[config.mk]
export PLATFORM = sky130hd
export DESIGN_NAME = nvm_copy_seq
export DESIGN_NICKNAME = d
export VERILOG_FILES = /design/src/rtl/nvm_copy_pkg.sv /design/src/rtl/nvm_copy_window.sv /design/src/rtl/nvm_copy_wait.sv /design/src/rtl/nvm_copy_tries.sv /design/src/rtl/nvm_copy_seq.sv
export SDC_FILE = /design/constraint.sdc
export NUM_CORES = 1
export LEC_CHECK = 0
export BUFFER_PORTS_ARGS = -buffer_cell sky130_fd_sc_hd__buf_2
export CORE_UTILIZATION = 40
export CTS_CLUSTER_DIAMETER = 30
export DETAILED_ROUTE_END_ITERATION = 7
export GPL_ROUTABILITY_DRIVEN = 0
export HOLD_SLACK_MARGIN = 0.03
export PLACE_DENSITY = 0.67
export SETUP_SLACK_MARGIN = 0.2
export SLEW_MARGIN = 30
export SYNTH_ARGS = -nofsm -noshare
export SYNTH_HDL_FRONTEND = slang
export SYNTH_SLANG_ARGS = --single-unit
[constraint.sdc]
create_clock -name clk -period 1.7 [get_ports clk]
set_input_delay 0.17 -clock clk [delete_from_list [all_inputs] [get_ports clk]]
set_output_delay 0.17 -clock clk [all_outputs]
set_load 0.005 [all_outputs]
[src/rtl/nvm_copy_pkg.sv]
package nvm_copy_pkg;

  typedef enum logic [2:0] {
    ST_IDLE,
    ST_RADDR,
    ST_RCAP,
    ST_WRITE,
    ST_WAIT,
    ST_VREAD,
    ST_ADV
  } seq_state_e;

  typedef enum logic {
    JOB_CFG    = 1'b0,
    JOB_PRESET = 1'b1
  } job_e;

  typedef enum logic {
    MODE_TIMED  = 1'b0,
    MODE_VERIFY = 1'b1
  } mode_e;

endpackage

[src/rtl/nvm_copy_window.sv]
// Maps the job and byte index to source and destination addresses.
module nvm_copy_window import nvm_copy_pkg::*; #(
  parameter int AW      = 8,
  parameter int IW      = 5,
  parameter int CFG_SRC = 'h00,
  parameter int CFG_DST = 'h10,
  parameter int CFG_LEN = 20,
  parameter int PRE_SRC = 'h20,
  parameter int PRE_DST = 'h48,
  parameter int PRE_LEN = 7
) (
  input  job_e          job_i,
  input  logic [IW-1:0] idx_i,
  output logic [AW-1:0] src_o,
  output logic [AW-1:0] dst_o,
  output logic          last_o
);

  localparam logic [AW-1:0] CFG_SRC_A = CFG_SRC[AW-1:0];
  localparam logic [AW-1:0] CFG_DST_A = CFG_DST[AW-1:0];
  localparam logic [AW-1:0] PRE_SRC_A = PRE_SRC[AW-1:0];
  localparam logic [AW-1:0] PRE_DST_A = PRE_DST[AW-1:0];
  localparam logic [IW-1:0] CFG_END   = IW'(CFG_LEN - 1);
  localparam logic [IW-1:0] PRE_END   = IW'(PRE_LEN - 1);

  logic [AW-1:0] idx_ext;

  assign idx_ext = AW'(idx_i);

  always_comb begin
    if (job_i == JOB_PRESET) begin
      src_o  = PRE_SRC_A + idx_ext;
      dst_o  = PRE_DST_A + idx_ext;
      last_o = (idx_i == PRE_END);
    end else begin
      src_o  = CFG_SRC_A + idx_ext;
      dst_o  = CFG_DST_A + idx_ext;
      last_o = (idx_i == CFG_END);
    end
  end

endmodule

[src/rtl/nvm_copy_wait.sv]
// Down-counter for the post-write programming wait.
module nvm_copy_wait #(
  parameter int CYC = 800000
) (
  input  logic clk,
  input  logic rst_n,
  input  logic load_i,
  output logic expired_o
);

  localparam int CW = $clog2(CYC + 1);

  logic [CW-1:0] cnt_q, cnt_d;
  logic          cnt_en;

  assign cnt_en = load_i | (cnt_q != '0);

  always_comb begin
    cnt_d = cnt_q;
    if (load_i)            cnt_d = CW'(CYC - 1);
    else if (cnt_q != '0)  cnt_d = cnt_q - 1'b1;
  end

  always_ff @(posedge clk or negedge rst_n) begin
    if (!rst_n)      cnt_q <= '0;
    else if (cnt_en) cnt_q <= cnt_d;
  end

  assign expired_o = (cnt_q == '0);

  // a load always starts a fresh window below the limit
  a_r4_wait_load: assert property (@(posedge clk) disable iff (!rst_n)
    load_i |=> (cnt_q == CW'(CYC - 1)));

endmodule

[src/rtl/nvm_copy_tries.sv]
// Counts mismatching read-backs of the current byte.
module nvm_copy_tries #(
  parameter int MAX_TRIES = 8
) (
  input  logic clk,
  input  logic rst_n,
  input  logic clr_i,
  input  logic inc_i,
  output logic last_try_o
);

  localparam int TW = (MAX_TRIES > 1) ? $clog2(MAX_TRIES) : 1;

  logic [TW-1:0] cnt_q, cnt_d;
  logic          cnt_en;

  assign cnt_en = clr_i | inc_i;

  always_comb begin
    cnt_d = cnt_q;
    if (clr_i)      cnt_d = '0;
    else if (inc_i) cnt_d = cnt_q + 1'b1;
  end

  always_ff @(posedge clk or negedge rst_n) begin
    if (!rst_n)      cnt_q <= '0;
    else if (cnt_en) cnt_q <= cnt_d;
  end

  assign last_try_o = (cnt_q == TW'(MAX_TRIES - 1));

  // the count never passes the attempt limit
  a_r6_tries_bound: assert property (@(posedge clk) disable iff (!rst_n)
    (32'(cnt_q) < MAX_TRIES));

endmodule

[src/rtl/nvm_copy_seq.sv]
module nvm_copy_seq import nvm_copy_pkg::*; #(
  parameter int AW        = 8,
  parameter int DW        = 8,
  parameter int CFG_SRC   = 'h00,
  parameter int CFG_DST   = 'h10,
  parameter int CFG_LEN   = 20,
  parameter int PRE_SRC   = 'h20,
  parameter int PRE_DST   = 'h48,
  parameter int PRE_LEN   = 7,
  parameter int WAIT_CYC  = 800000,
  parameter int MAX_TRIES = 8
) (
  input  logic          clk,
  input  logic          rst_n_i,
  input  logic          start_i,
  input  logic          job_i,
  input  logic          mode_i,
  output logic [AW-1:0] ram_addr_o,
  input  logic [DW-1:0] ram_rdata_i,
  output logic          nvm_req_o,
  output logic          nvm_we_o,
  output logic [AW-1:0] nvm_addr_o,
  output logic [DW-1:0] nvm_wdata_o,
  input  logic          nvm_ack_i,
  input  logic [DW-1:0] nvm_rdata_i,
  output logic          busy_o,
  output logic          done_o,
  output logic          error_o
);

  localparam int MAXLEN = (CFG_LEN > PRE_LEN) ? CFG_LEN : PRE_LEN;
  localparam int IW     = (MAXLEN > 1) ? $clog2(MAXLEN) : 1;

  // Reset: asserted asynchronously, released on the clock
  logic [1:0] rst_sync_q;
  logic       rst_n;

  always_ff @(posedge clk or negedge rst_n_i) begin
    if (!rst_n_i) rst_sync_q <= 2'b00;
    else          rst_sync_q <= {rst_sync_q[0], 1'b1};
  end

  assign rst_n = rst_sync_q[1];

  // Sequencer state
  seq_state_e    state_q, state_d;
  logic [IW-1:0] idx_q, idx_d;
  job_e          job_q, job_d;
  mode_e         mode_q, mode_d;
  logic [DW-1:0] wbyte_q, wbyte_d;
  logic          done_q, done_d;
  logic          err_q, err_d;
  logic [AW-1:0] wr_addr_q;

  logic [AW-1:0] src_addr, dst_addr;
  logic          last_byte;
  logic          wait_load, wait_expired;
  logic          tries_clr, tries_inc, last_try;
  logic          start_ok;

  nvm_copy_window #(
    .AW(AW), .IW(IW),
    .CFG_SRC(CFG_SRC), .CFG_DST(CFG_DST), .CFG_LEN(CFG_LEN),
    .PRE_SRC(PRE_SRC), .PRE_DST(PRE_DST), .PRE_LEN(PRE_LEN)
  ) u_window (
    .job_i  (job_q),
    .idx_i  (idx_q),
    .src_o  (src_addr),
    .dst_o  (dst_addr),
    .last_o (last_byte)
  );

  nvm_copy_wait #(.CYC(WAIT_CYC)) u_wait (
    .clk       (clk),
    .rst_n     (rst_n),
    .load_i    (wait_load),
    .expired_o (wait_expired)
  );

  nvm_copy_tries #(.MAX_TRIES(MAX_TRIES)) u_tries (
    .clk        (clk),
    .rst_n      (rst_n),
    .clr_i      (tries_clr),
    .inc_i      (tries_inc),
    .last_try_o (last_try)
  );

  assign start_ok = start_i & (state_q == ST_IDLE);

  // Next-state logic
  always_comb begin
    state_d   = state_q;
    idx_d     = idx_q;
    job_d     = job_q;
    mode_d    = mode_q;
    wbyte_d   = wbyte_q;
    err_d     = err_q;
    done_d    = 1'b0;
    wait_load = 1'b0;
    tries_clr = 1'b0;
    tries_inc = 1'b0;
    unique case (state_q)
      ST_IDLE: begin
        if (start_ok) begin
          job_d   = job_e'(job_i);
          mode_d  = mode_e'(mode_i);
          idx_d   = '0;
          err_d   = 1'b0;
          state_d = ST_RADDR;
        end
      end
      ST_RADDR: state_d = ST_RCAP;
      ST_RCAP: begin
        wbyte_d = ram_rdata_i;
        state_d = ST_WRITE;
      end
      ST_WRITE: begin
        if (nvm_ack_i) begin
          if (mode_q == MODE_VERIFY) begin
            tries_clr = 1'b1;
            state_d   = ST_VREAD;
          end else begin
            wait_load = 1'b1;
            state_d   = ST_WAIT;
          end
        end
      end
      ST_WAIT: begin
        if (wait_expired) state_d = ST_ADV;
      end
      ST_VREAD: begin
        if (nvm_ack_i) begin
          if (nvm_rdata_i == wbyte_q) begin
            state_d = ST_ADV;
          end else if (last_try) begin
            err_d   = 1'b1;
            state_d = ST_IDLE;
          end else begin
            tries_inc = 1'b1;
          end
        end
      end
      ST_ADV: begin
        if (last_byte) begin
          done_d  = 1'b1;
          state_d = ST_IDLE;
        end else begin
          idx_d   = idx_q + 1'b1;
          state_d = ST_RADDR;
        end
      end
      default: state_d = ST_IDLE;
    endcase
  end

  // Registers
  always_ff @(posedge clk or negedge rst_n) begin
    if (!rst_n) begin
      state_q <= ST_IDLE;
      idx_q   <= '0;
      job_q   <= JOB_CFG;
      mode_q  <= MODE_TIMED;
      wbyte_q <= '0;
      done_q  <= 1'b0;
      err_q   <= 1'b0;
    end else begin
      state_q <= state_d;
      idx_q   <= idx_d;
      job_q   <= job_d;
      mode_q  <= mode_d;
      wbyte_q <= wbyte_d;
      done_q  <= done_d;
      err_q   <= err_d;
    end
  end

  // Address of the last acknowledged write, kept for the read-back check
  always_ff @(posedge clk or negedge rst_n) begin
    if (!rst_n)                                     wr_addr_q <= '0;
    else if (state_q == ST_WRITE && nvm_ack_i)      wr_addr_q <= dst_addr;
  end

  // Outputs
  assign ram_addr_o  = src_addr;
  assign nvm_req_o   = (state_q == ST_WRITE) | (state_q == ST_VREAD);
  assign nvm_we_o    = (state_q == ST_WRITE);
  assign nvm_addr_o  = dst_addr;
  assign nvm_wdata_o = wbyte_q;
  assign busy_o      = (state_q != ST_IDLE);
  assign done_o      = done_q;
  assign error_o     = err_q;

  // Assertions
  a_r11_req_hold: assert property (@(posedge clk) disable iff (!rst_n)
    (nvm_req_o && !nvm_ack_i) |=>
      (nvm_req_o && $stable(nvm_we_o) && $stable(nvm_addr_o) && $stable(nvm_wdata_o)));

  a_r9_done_pulse: assert property (@(posedge clk) disable iff (!rst_n)
    done_o |=> !done_o);

  a_r9_done_idle: assert property (@(posedge clk) disable iff (!rst_n)
    done_o |-> (!busy_o && !error_o));

  a_r6_err_stops: assert property (@(posedge clk) disable iff (!rst_n)
    error_o |-> (!busy_o && !nvm_req_o));

  a_r4_timed_no_read: assert property (@(posedge clk) disable iff (!rst_n)
    (mode_q == MODE_TIMED) |-> !(nvm_req_o && !nvm_we_o));

  a_r5_read_same_addr: assert property (@(posedge clk) disable iff (!rst_n)
    (nvm_req_o && !nvm_we_o) |-> (nvm_addr_o == wr_addr_q));

  a_r7_sel_stable: assert property (@(posedge clk) disable iff (!rst_n)
    (busy_o && $past(busy_o)) |-> ($stable(job_q) && $stable(mode_q)));

  a_r8_start_busy: assert property (@(posedge clk) disable iff (!rst_n)
    (start_i && busy_o) |=> ($stable(job_q) && $stable(mode_q)));

endmodule

## Word-level counts from Yosys, hierarchy flattened

Index checks and enable logic that the tools add are counted.

- Word-level logic and storage cells: 88
- Register bits: 45

- Bitwise operators: 4
- Add/sub/neg operators: 6
- Mux-type cells: 36
- Equality and inequality tests: 18
- Reduce and logical (&&, ||, !) cells: 14

Operators by type and width:

| kind | number |
|---|---|
| two-way mux 20 bit | 2 |
| two-way mux 3 bit | 8 |
| one-hot mux 3 bit (7 select lines) | 1 |
| zero test 20 bit | 1 |
| nonzero test 20 bit | 1 |
| subtractor 20 x 1 -> 20 bit (second input constant) | 1 |
| two-way mux 1 bit | 19 |
| == test 3 bit (second input constant) | 4 |
| two-way mux 5 bit | 2 |
| != test 2 bit (second input constant) | 5 |
| one-hot mux 5 bit (2 select lines) | 1 |
| AND reduction 5 bit | 2 |
| adder 7 x 5 -> 8 bit (first input constant) | 1 |
| == test 8 bit | 1 |
| two-way mux 8 bit | 1 |
| nonzero test 2 bit | 4 |
| adder 6 x 5 -> 7 bit (first input constant) | 1 |
| two-way mux 7 bit | 1 |
| adder 5 x 5 -> 6 bit (first input constant) | 1 |
| == test 3 x 2 -> 1 bit (second input constant) | 2 |
| AND reduction 2 bit | 3 |
| adder 5 x 1 -> 5 bit (second input constant) | 1 |
| == test 5 x 3 -> 1 bit (second input constant) | 1 |
| == test 5 bit (second input constant) | 1 |
| other kinds (10) | 13 |

## Longest topological paths before layout

Gate-level depths: netlist of run 1.

- Word-level depth: 7
- Mapped depth: 7

## By module

Synthesis of run 1 repeated with hierarchy kept, for this count alone.

- Cells, all modules: 249
- Area, all modules: 2598.7 um2

Modules (own cells, without submodules):

| module | area each (um2) | seq. area each (um2) | cells each | times used |
|---|---|---|---|---|
| nvm_copy_wait | 1161.1 | 500.5 | 117 | 1 |
| nvm_copy_seq | 1121.1 | 550.5 | 98 | 1 |
| nvm_copy_window | 176.4 | 0.0 | 23 | 1 |
| nvm_copy_tries | 140.1 | 75.1 | 11 | 1 |

## Worst setup path before layout of run 1

No wires, ideal clock.

- Path kind: register to register
- Start point: register u_wait.cnt_q[12]
- End point: register u_wait.cnt_q[18]
- Required time: 1631 ps
- Clock period less this slack: 2008 ps
- Path buffers: 0
- Path slack: -308 ps
- Cell stages (with the launch flop): 5
- Arrival time: 1939 ps
- Cells stage by stage: dfrtp_1 -> or4_4 -> or4_4 -> or4_1 -> nand3_1

- Longest elaborated chain between the ends: 3
- Elaborated cells between the ends (all ways): 7
- Classes of those cells: 1 x add/sub; 2 x mux; 1 x bitwise; 3 x reduce/logical

Ends and longest elaborated chain:

| what | RTL line | text |
|---|---|---|
| start, declared | nvm_copy_wait.sv:13 | `logic [CW-1:0] cnt_q, cnt_d;` |
| start signal, assigned | nvm_copy_wait.sv:26 | `else if (cnt_en) cnt_q <= cnt_d;` |
| subtractor 20 x 1 -> 20 bit / nonzero test 20 bit (equally long branches) | nvm_copy_wait.sv:21, nvm_copy_wait.sv:16 |  |
| two-way mux 20 bit, or another cell as far along | nvm_copy_wait.sv:21 | `else if (cnt_q != '0) cnt_d = cnt_q - 1'b1;` |
| two-way mux 20 bit / AND reduction 2 bit (equally long branches) | n/a |  |

Parallel ways exist; a longest one is shown, timed or not. The select of a mux whose other input is x is not followed.
A chain may end at the register's enable or synchronous reset.

## Final worst setup path of run 1

Ends and elaborated chain as after synthesis.

==> metrics.cfg, run 1 <==
[die]
io-pin-count=51
core-area_mm2=0.00606
std_cell_rows=28
die_h_um=82.3
dieArea_mm2=0.00677
floorplan.initialDensity=0.425
dieWidth_um=82.3

[clocking]
cts_buffers=5
clk_pin_slew_ns=0.10
clock_latency_ns=0.31
cts_sinks=45
ctsRootBufferMaster=clkbuf_8
cts_buffer_depth=2
cts_max_level=2
cts_tree=yes

[sta]
setup_ws_ns=-0.289
setup_viol=21
worst_clock_skew_ns=0.0152
final_max_slew_viol_count=0
setup-tns-final_ns=-3.85
hold_viol=0
rsz0062_at_grt=yes
fmax_mhz=503
period_share=1.17
final.min_clock_period_ns=1.99

[drt]
via_count=2379
drt_iter0_drc=105
drt-total-wl_mm=6.55
drcViolationCount=0
wl_per_cell_um=14.4
drt_first_pass_iters=4
drtAntennaViolNets=0
avgViaCountPerCell=5.24

[grt]
antenna_found_initial=0
track_usage=0.206
grt-ovfl-total=0
grt_max_degree=33
grt_pass1_wl_mm=10.5
grt_pass1_vias=2261

[synthesis]
synth_area_mm2=0.00258
synthDistinctLibCells=52
synth_top_cell_area_share=0.437
synth-main-ff-cell=dfrtp_1
yosysTopAreaCell=dfrtp_1
synthArstFlopShare=1.00
ys_warn_count=0
synth_area_per_cell_um2=9.80
post_synth_main_area_contributors=dfrtp_1 (44%), mux2i_1 (5.4%), mux2_2 (4.4%), nand2_1 (3.2%), ha_1 (2.9%)
ys_seq_elements=45
netlist_instances=263
synth_edf_count=0
yosysSeqAreaShare=0.437

[pwr]
ir_worst_vdd_v=0.000925
powerDensity_mw_per_mm2=1370
leakage_nw=1.69

[critical_path]
cp_data_required_time_ns=1.95
worstReg2RegStart=u_wait.cnt_q[12]
r2r-end=u_wait.cnt_q[18]
crit_arrival_ns=2.23
r2r_cells=4
r2r_slack_ns=-0.29
path_class=reg2reg
crit_fanout=4
critPathCaptureType=flop
cp-start-kind=flop

[final_layout]
fillers=465
syn_to_final_growth_pct=47.2
final_cell_mix=buf_4 (58), buf_2 (46), dfrtp_1 (42)
nets=406
multi_input_area_mm2=0.00152
seq_area_mm2=0.00113
antennaDiodeCount=0
drive_gt1_frac=0.485
mostFrequentLayoutCell=buf_4

[flow_run]
drv_cap=0

[placed_design]
port_buffers=47
pre_cts_ws_ns=-0.313
dp_hpwl_mm=4.30

[min_path]
hold_class=in2reg
min_path_cells=3
min_to=job_q
min_from=job_i

[run_status]
violations=negative setup slack
outcome=finished, violations left

## report_power, final
group          total, mW  switching, mW  internal, mW
clock network      0.869          0.391         0.478
registers           1.77          0.330          1.44
logic               2.54           1.15          1.39
total               5.18           1.87          3.31
## per-layer routing
layer  up-vias  GRT usage  routed length (µm)
met3         6     0.0451                 208
met2        45      0.326                3260
met1      1159      0.272                2990
met4         0     0.0825                  89
met5         -          0                   0
li1       1169          -                   -
## worst max-delay path: stages (launching register included)
cell and delay [ns]:
dfrtp_1 0.38, or4_4 0.56, or4_4 0.51, or4_1 0.40
nand3_1 0.09
## logic make-up (layout without fill, tap and decap cells)
logic type / Yosys count / after routing / synth area share
simple gates: 105 / 105 / 0.232
flops: 45 / 45 / 0.437
compound gates: 44 / 44 / 0.114
buf+inv: 26 / 140 / 0.0495
mux: 24 / 24 / 0.0981
xor+xnor: 11 / 11 / 0.0374
fa+ha+maj: 6 / 6 / 0.0291
other cells: 2 / 4 / 0.00292
## final cells by class
class                   instances  area share
multi-input cells             194       0.401
inverters                       9     0.00891
well taps                      75      0.0247
clock buffers                   6      0.0218
flip-flops and latches         45       0.298
clock inverters                 2     0.00990
repair buffers                123       0.236
## cell usage after synthesis, types with 4 or more instances
library cell	n
or4_1	4
ha_1	6
buf_4	8
nand4_1	6
inv_1	9
or2_2	4
nand2_1	22
or3_1	5
a21oi_1	12
nand3_1	6
nor3_1	7
nor2_1	17
dfrtp_1	45
and2_1	6
o21ai_0	10
mux2i_1	14
mux2_2	10
o31ai_1	4
xnor2_1	8
clkbuf_1	8
## how the worst max path moves through the flow
stage | start | end | slack [ns] | depth (start not counted)
floorplan | u_wait.cnt_q[12] | u_wait.cnt_q[18] | -0.29 | 4
global placement | u_wait.cnt_q[12] | u_wait.cnt_q[18] | -0.28 | 4
detailed placement | u_wait.cnt_q[12] | u_wait.cnt_q[1] | -0.31 | 6
CTS | u_wait.cnt_q[12] | u_wait.cnt_q[18] | -0.30 | 4
global route | u_wait.cnt_q[12] | u_wait.cnt_q[18] | -0.35 | 4
finish | u_wait.cnt_q[12] | u_wait.cnt_q[18] | -0.29 | 4
## registers in the layout, summed over array words and instances (netlist names), 2 cells and up
register	flops
idx_q	5
nvm_wdata_o	8
rst_sync_q	2
state_q	3
u_tries.cnt_q	3
u_wait.cnt_q	20
## timing repair
| action | in CTS | in global routing |
|---|---|---|
| endpoints found under the setup margin | 29 | 32 |
| setup buffers | 14 | 9 |
| gates resized for setup | 25 | 29 |
| endpoints found under the hold margin | 2 | 0 |
| hold buffers | 1 | 0 |
| pin swaps | 9 | 15 |
## through the flow
stage,hold slack (ns),total power [mW],cells,utilization,cell area (µm²)
global route,0.0770,5.57,454,0.626,3790
detailed placement,-0.0437,3.89,422,0.539,3260
CTS,0.0618,4.92,445,0.595,3600
global placement,-0.0433,3.82,422,0.539,3260
floorplan,-0.126,3.02,265,-,2620
finish,0.0751,5.18,454,0.626,3790
Power figures use the tool's default switching activity.
==> run 2: changes to the inputs <==
--- a/config.mk
+++ b/config.mk
@@ -5,13 +5,15 @@
 export SDC_FILE = /design/constraint.sdc
 export NUM_CORES = 1
 export LEC_CHECK = 0
+export ABC_AREA = 1
 export BUFFER_PORTS_ARGS = -buffer_cell sky130_fd_sc_hd__buf_2
+export CORE_ASPECT_RATIO = 0.5
 export CORE_UTILIZATION = 40
 export CTS_CLUSTER_DIAMETER = 30
 export DETAILED_ROUTE_END_ITERATION = 7
 export GPL_ROUTABILITY_DRIVEN = 0
 export HOLD_SLACK_MARGIN = 0.03
-export PLACE_DENSITY = 0.67
+export PLACE_DENSITY = 0.66
 export SETUP_SLACK_MARGIN = 0.2
 export SLEW_MARGIN = 30
 export SYNTH_ARGS = -nofsm -noshare
==> constraint.sdc (replaced) <==
create_clock -name clk -period 2.04 [get_ports clk]
set_input_delay 0.204 -clock clk [delete_from_list [all_inputs] [get_ports clk]]
set_output_delay 0.204 -clock clk [all_outputs]
set_load 0.005 [all_outputs]
==> run 2 against run 1 <==
The run now ends clean; sequential power shrank 35%; design area shrank 13%; non-clock buffer count shrank 72; clock power shrank 11%; critical path type unchanged; critical endpoint is now state_q[0].
==> metrics.cfg, run 2 <==
[run_status]
outcome=complete, no violations

[min_path]
hold_class=in2reg
min_to=job_q
min_path_cells=3  ; unchanged
min_from=job_i

[grt]
antenna_found_initial=0  ; unchanged
track_usage=0.169  ; -0.0368
grt_pass1_wl_mm=9.61  ; -8.1%
grt-ovfl-total=0  ; unchanged
grt_max_degree=33  ; unchanged
grt_pass1_vias=2176  ; -3.8%

[critical_path]
critPathTopFamily=simple AND/OR/NAND/NOR gates
cp-start-kind=flop
critPathCaptureType=flop
critical-path-slowest-cell=dfrtp_1
r2r_cells=8  ; +4
path_class=reg2reg
crit_arrival_ns=1.82  ; -0.41 ns
crit_fanout=9  ; +5
path_cells=nor2_1 -> nand2_1 -> nor2_1 -> nand3_2 -> a21oi_2 -> nand2_1 -> nand2_1 -> nand2_1
worstReg2RegStart=u_wait.cnt_q[5]
critical_path.max_stage_delay_ns=0.40  ; -0.16 ns
cp_data_required_time_ns=2.22  ; +0.27 ns
critPathBufInv=0  ; unchanged
r2r_slack_ns=0.40  ; +0.69 ns
cpMostUsedCell=nand2_1
r2r-end=state_q[0]

[sta]
setup-tns-final_ns=0  ; +3.85 ns
period_share=0.804  ; -0.366
hold_viol=0  ; unchanged
final_max_slew_viol_count=0  ; unchanged
worst_clock_skew_ns=0.00256  ; -0.0127 ns
fmax_mhz=610  ; +21%
final.min_clock_period_ns=1.64  ; -0.350 ns
setup_viol=0  ; -100%
rsz0062_at_grt=no

[pwr]
p_total_mw=2.51  ; -52%
powerDensity_mw_per_mm2=761  ; -44%
leakage_nw=1.75  ; +3.9%
ir_worst_vdd_v=0.000373  ; -60%

[synthesis]
netlist_instances=400  ; +52%
synth-main-ff-cell=dfrtp_1
synth_top_cell_area_share=0.400  ; -0.0375
synthDistinctLibCells=32  ; -38%
synth_area_mm2=0.00282  ; +9.4%
synth_area_per_cell_um2=7.04  ; -28%
yosysTopAreaCell=dfrtp_1
yosysSeqAreaShare=0.400  ; -0.0375
yosysMostFrequentCell=nand2_1
ys_seq_elements=45  ; unchanged
synthArstFlopShare=1.00  ; unchanged
netlist_top_cells_count=nand2_1 (115), inv_1 (56), nor2_1 (56), dfrtp_1 (45), nand3_1 (37)
post_synth_main_area_contributors=dfrtp_1 (40%), nand2_1 (15%), inv_1 (7.5%), nor2_1 (7.5%), nand3_1 (6.6%)
synth_edf_count=0  ; unchanged
ys_warn_count=0  ; unchanged

[drt]
drt_iter0_drc=114  ; +8.6%
drtAntennaViolNets=0  ; unchanged
wl_per_cell_um=11.0  ; -24%
via_count=2538  ; +6.7%
avgViaCountPerCell=4.67  ; -11%
drcViolationCount=0  ; unchanged
drt-total-wl_mm=5.95  ; -9.1%
drt_first_pass_iters=5  ; +1

[clocking]
cts_max_level=2  ; unchanged
clock_latency_ns=0.29  ; -0.02 ns
ctsRootBufferMaster=clkbuf_16
clk_pin_slew_ns=0.06  ; -0.04 ns
cts_sinks=45  ; unchanged
cts_buffers=5  ; unchanged
cts_tree=yes
cts_buffer_depth=2  ; unchanged
post-cts-setup-buffers=0  ; -14

[placed_design]
dp.cells=534  ; +27%
port_buffers=47  ; unchanged
dp_hpwl_mm=4.59  ; +6.9%
dpl_cell_area_mm2=0.00314  ; -3.9%

[die]
dieWidth_um=121  ; +47%
std_cell_rows=21  ; -25%
floorplan.initialDensity=0.417  ; -0.00779
core-area_mm2=0.00675  ; +11%
die_h_um=61.4  ; -25%
dieArea_mm2=0.00740  ; +9.4%
io-pin-count=51  ; unchanged

[final_layout]
fin_cells=543  ; +20%
drive_gt1_frac=0.164  ; -0.321
antennaDiodeCount=0  ; unchanged
largest_register_ffs=20  ; unchanged
top_register=u_wait.cnt_q
mostFrequentLayoutCell=nand2_1
fillers=681  ; +46%
final_cell_mix=nand2_1 (115), inv_1 (56), nor2_1 (55)
finalInstanceArea_mm2=0.00329  ; -13%
syn_to_final_growth_pct=16.8
nets=478  ; +18%

[flow_run]
drv_cap=0  ; unchanged

==> run 2: cell count changes after synthesis, sizes merged, moves of 8 or more <==
cell / previous run / this run
and2: 8 / 0
clkbuf: 8 / 0
inv: 9 / 59
mux2: 10 / 0
mux2i: 14 / 0
nand2: 22 / 115
nand3: 6 / 39
nor2: 17 / 59
==> run 2: report_power, final <==
part | total [mW] | switching (mW) | internal (mW)
Sequential | 1.15 | 0.124 | 1.02
Combinational | 0.585 | 0.358 | 0.228
Clock | 0.775 | 0.319 | 0.456
==> run 2: kinds of logic after synthesis <==
| logic type | after synthesis | synth area share |
|---|---|---|
| other cells | 2 | 0.00267 |
| buf+inv | 69 | 0.106 |
| compound gates | 31 | 0.0644 |
| xor+xnor | 10 | 0.0311 |
| simple gates | 237 | 0.370 |
| flops | 45 | 0.400 |
| fa+ha+maj | 6 | 0.0266 |
==> run 2: worst reg2reg max path, delay by kind of cell, from the launching register on <==
kind,cells,cell delay [ns]
AND/OR/NAND/NOR,7,0.91
flip-flops,1,0.40
AO/OA/AOI/OAI,1,0.23
==> run 2: how the worst max path moves through the flow <==
stage	to	slack [ns]	startpoint	depth (start not counted)
floorplan	state_q[0]	0.59	u_wait.cnt_q[0]	9
global placement	state_q[0]	0.34	u_wait.cnt_q[0]	9
finish	state_q[0]	0.40	u_wait.cnt_q[5]	8
global route	idx_q[4]	0.20	state_q[0]	9
CTS	state_q[0]	0.33	u_wait.cnt_q[0]	9
detailed placement	state_q[0]	0.33	u_wait.cnt_q[0]	9
==> run 2: what timing repair did <==
item | CTS | global route
endpoints found under the setup margin | 0 | 6
hold buffers | 1 | 0
endpoints found under the hold margin | 2 | 0
gates resized for setup | 0 | 3
==> run 2: final cells by class <==
cell class	instances	area, µm²	share of cell area
clock buffers	8	136	0.0414
inverters	59	221	0.0673
multi-input cells	288	1410	0.429
flip-flops and latches	45	1130	0.343
well taps	92	115	0.0350
repair buffers	51	280	0.0852
==> run 2: layer usage <==
metal,vias to the layer above,GRT usage,wire [µm]
met5,-,0,0
met4,0,0.0476,57
met3,7,0.0463,220
met2,40,0.266,2600
met1,1153,0.232,3070
li1,1338,-,-
==> run 2: through the flow <==
step,utilization,hold WS [ns],worst slack [ns]
after floorplan,-,-0.0916,0.593
after global placement,0.464,-0.00904,0.343
after detailed placement,0.464,-0.00998,0.335
after CTS,0.486,0.119,0.330
after global routing,0.487,0.147,0.202
final,0.487,0.125,0.401
==> run 3: changes to the inputs <==
--- a/config.mk
+++ b/config.mk
@@ -5,7 +5,7 @@
 export SDC_FILE = /design/constraint.sdc
 export NUM_CORES = 1
 export LEC_CHECK = 0
-export ABC_AREA = 1
+export ABC_AREA = 0
 export BUFFER_PORTS_ARGS = -buffer_cell sky130_fd_sc_hd__buf_2
 export CORE_ASPECT_RATIO = 0.5
 export CORE_UTILIZATION = 40
@@ -13,7 +13,7 @@
 export DETAILED_ROUTE_END_ITERATION = 7
 export GPL_ROUTABILITY_DRIVEN = 0
 export HOLD_SLACK_MARGIN = 0.03
-export PLACE_DENSITY = 0.66
+export PLACE_DENSITY = 0.67
 export SETUP_SLACK_MARGIN = 0.2
 export SLEW_MARGIN = 30
 export SYNTH_ARGS = -nofsm -noshare
==> constraint.sdc (replaced) <==
create_clock -name clk -period 1.6 [get_ports clk]
set_input_delay 0.16 -clock clk [delete_from_list [all_inputs] [get_ports clk]]
set_output_delay 0.16 -clock clk [all_outputs]
set_load 0.005 [all_outputs]
==> run 3 against run 2 <==
The run now ends with negative setup slack left; flip-flop and latch count unchanged; critical path type unchanged; register-to-register slack worse by 0.81 ns; design area up 22%; cell count shrank 11%; sequential power is 66% higher; count of clock-buffer cells in the layout is 1 lower; clock power is 56% higher; core utilization rose by 17 points; non-clock buffer count up 86.
==> metrics.cfg, run 3 (synthesis gave the netlist of run 1 again) <==
[sta]
setup_viol=22  ; +22
period_share=1.26  ; +0.453
hold_ws_ns=0.0785  ; -0.0460 ns
final.min_clock_period_ns=2.01  ; +0.372 ns
worst_clock_skew_ns=0.00422  ; +0.00165 ns
rsz0062_at_grt=yes
fmax_mhz=497  ; -18%
hold_viol=0  ; unchanged
setup_ws_ns=-0.411  ; -0.812 ns
final_max_slew_viol_count=0  ; unchanged

[critical_path]
critical-path-slowest-cell=or4_4
critPathBufInv=0  ; unchanged
r2r_cells=4  ; -4
r2r_slack_ns=-0.41  ; -0.81 ns
critPathCaptureType=flop
path_class=reg2reg
cp-start-kind=flop
critPathTopFamily=simple AND/OR/NAND/NOR gates
r2r-end=u_wait.cnt_q[17]
path_cells=or4_4 -> or3_2 -> or4_4 -> a21oi_2
crit_arrival_ns=2.23  ; +0.41 ns
cp_data_required_time_ns=1.82  ; -0.40 ns
worstReg2RegStart=u_wait.cnt_q[12]
crit_fanout=3  ; -6
critical_path.max_stage_delay_ns=0.55  ; +0.15 ns
cpMostUsedCell=or4_4

[drt]
drt-total-wl_mm=7.40  ; +24%
wl_per_cell_um=15.4  ; +40%
drt_iter0_drc=97  ; -15%
drcViolationCount=0  ; unchanged
via_count=2524  ; -0.55%
drt_first_pass_iters=4  ; -1
avgViaCountPerCell=5.25  ; +12%
drtAntennaViolNets=0  ; unchanged

[pwr]
p_seq_frac=0.298  ; -0.159
internal_power_mw=4.17  ; +140%
ir_worst_vdd_v=0.00101  ; +170%
clkPwrFrac=0.189  ; -0.120
powerDensity_mw_per_mm2=1600  ; +110%
leakage_nw=1.80  ; +3.1%
p_sw_frac=0.350  ; +0.0306
p_total_mw=6.42  ; +160%
combPwrFrac=0.513  ; +0.279
switching_power_mw=2.25  ; +180%

[grt]
grt_pass1_vias=2484  ; +14%
grt_max_degree=21  ; -36%
antenna_found_initial=0  ; unchanged
track_usage=0.218  ; +0.0495
grt_pass1_wl_mm=11.4  ; +19%
grt-ovfl-total=0  ; unchanged

[die]
die_h_um=58.7  ; -4.2%
core-area_mm2=0.00613  ; -9.2%
dieArea_mm2=0.00678  ; -8.4%
std_cell_rows=20  ; -4.8%
io-pin-count=51  ; unchanged
floorplan.initialDensity=0.420  ; +0.00294
dieWidth_um=115  ; -4.3%

[min_path]
min_path_cells=3  ; unchanged
hold_class=in2reg
min_to=job_q
min_from=job_i

[final_layout]
final_cell_mix=buf_4 (77), buf_2 (47), dfrtp_1 (43)
nets=420  ; -12%
mostFrequentLayoutCell=buf_4
largest_register_ffs=20  ; unchanged
top_register=u_wait.cnt_q
syn_to_final_growth_pct=56.1
drive_gt1_frac=0.519  ; +0.355
antennaDiodeCount=0  ; unchanged

[clocking]
cts_sinks=45  ; unchanged
clk_pin_slew_ns=0.06  ; about the same
cts_buffer_depth=2  ; unchanged
cts_max_level=2  ; unchanged
cts_tree=yes
cts_buffers=5  ; unchanged
clock_latency_ns=0.29  ; about the same
ctsRootBufferMaster=clkbuf_16

[run_status]
outcome=finished, violations left
violations=negative setup slack

[flow_run]
drv_cap=0  ; unchanged

[placed_design]
port_buffers=47  ; unchanged
dp_hpwl_mm=4.47  ; -2.7%

==> run 3: cell types whose count changed in the layout (fill, tap and decap cells not counted), moves of 10 or more <==
cell | previous run | this run
buf_6 | 0 | 11
mux2i_1 | 0 | 14
mux2_4 | 0 | 10
nor2_1 | 55 | 14
nand3_1 | 37 | 5
buf_4 | 2 | 77
nand2_1 | 115 | 20
inv_1 | 56 | 8
==> run 3: routing by layer <==
layer  vias up  track usage  part of all wire
met5         -            0                 0
met4         0       0.0761             0.015
met1      1245        0.277              0.43
met2        67        0.378              0.51
met3        13       0.0422             0.045
li1       1199            -                 -
==> run 3: how the worst max path moves through the flow <==
stage	from	cells after the start	slack, ns	endpoint
floorplan	u_wait.cnt_q[12]	4	-0.39	u_wait.cnt_q[18]
global placement	u_wait.cnt_q[12]	4	-0.37	u_wait.cnt_q[18]
detailed placement	u_wait.cnt_q[12]	4	-0.39	u_wait.cnt_q[18]
CTS	u_wait.cnt_q[12]	4	-0.40	u_wait.cnt_q[18]
global route	u_wait.cnt_q[12]	4	-0.47	u_wait.cnt_q[18]
finish	u_wait.cnt_q[12]	4	-0.41	u_wait.cnt_q[17]
==> run 3: metrics by stage <==
step | TNS [ns] | setup WS, ns | area (µm²) | cells | util
after floorplan | -4.03 | -0.395 | 2620 | 265 | -
after global placement | -5.06 | -0.370 | 3330 | 443 | 0.543
after detailed placement | -5.66 | -0.393 | 3330 | 443 | 0.543
after CTS | -5.31 | -0.401 | 3810 | 468 | 0.621
after global routing | -7.62 | -0.467 | 4020 | 481 | 0.656
final | -5.47 | -0.411 | 4020 | 481 | 0.656
==> run 3: final cells by class <==
cell class              count  area, µm²
repair buffers            137        967
multi-input cells         194       1610
clock inverters             1       30.0
inverters                   9       36.3
fillers                   441       2110
clock buffers               7        143
flip-flops and latches     45       1130
well taps                  88        110
==> run 3: worst register-to-register path, stage by stage, from the launching register on <==
cell,delay (ns)
dfrtp_1,0.38
or4_4,0.55
or3_2,0.45
or4_4,0.43
a21oi_2,0.13
==> run 3: what timing repair did <==
item	CTS	global route
setup buffers	16	12
hold endpoints to repair	2	0
resized for setup	43	30
pin swaps	19	19
cloned	0	1
hold buffers	1	0
setup endpoints to repair	31	46
==> run 3: power groups by stage <==
stage	Combinational, mW	Clock [mW]	Sequential (mW)
after global placement	2.28	0	1.85
final	3.29	1.21	1.91
after global routing	3.57	1.29	1.97
after CTS	2.83	1.23	1.89
after floorplan	1.30	0	1.91
after detailed placement	2.35	0	1.88
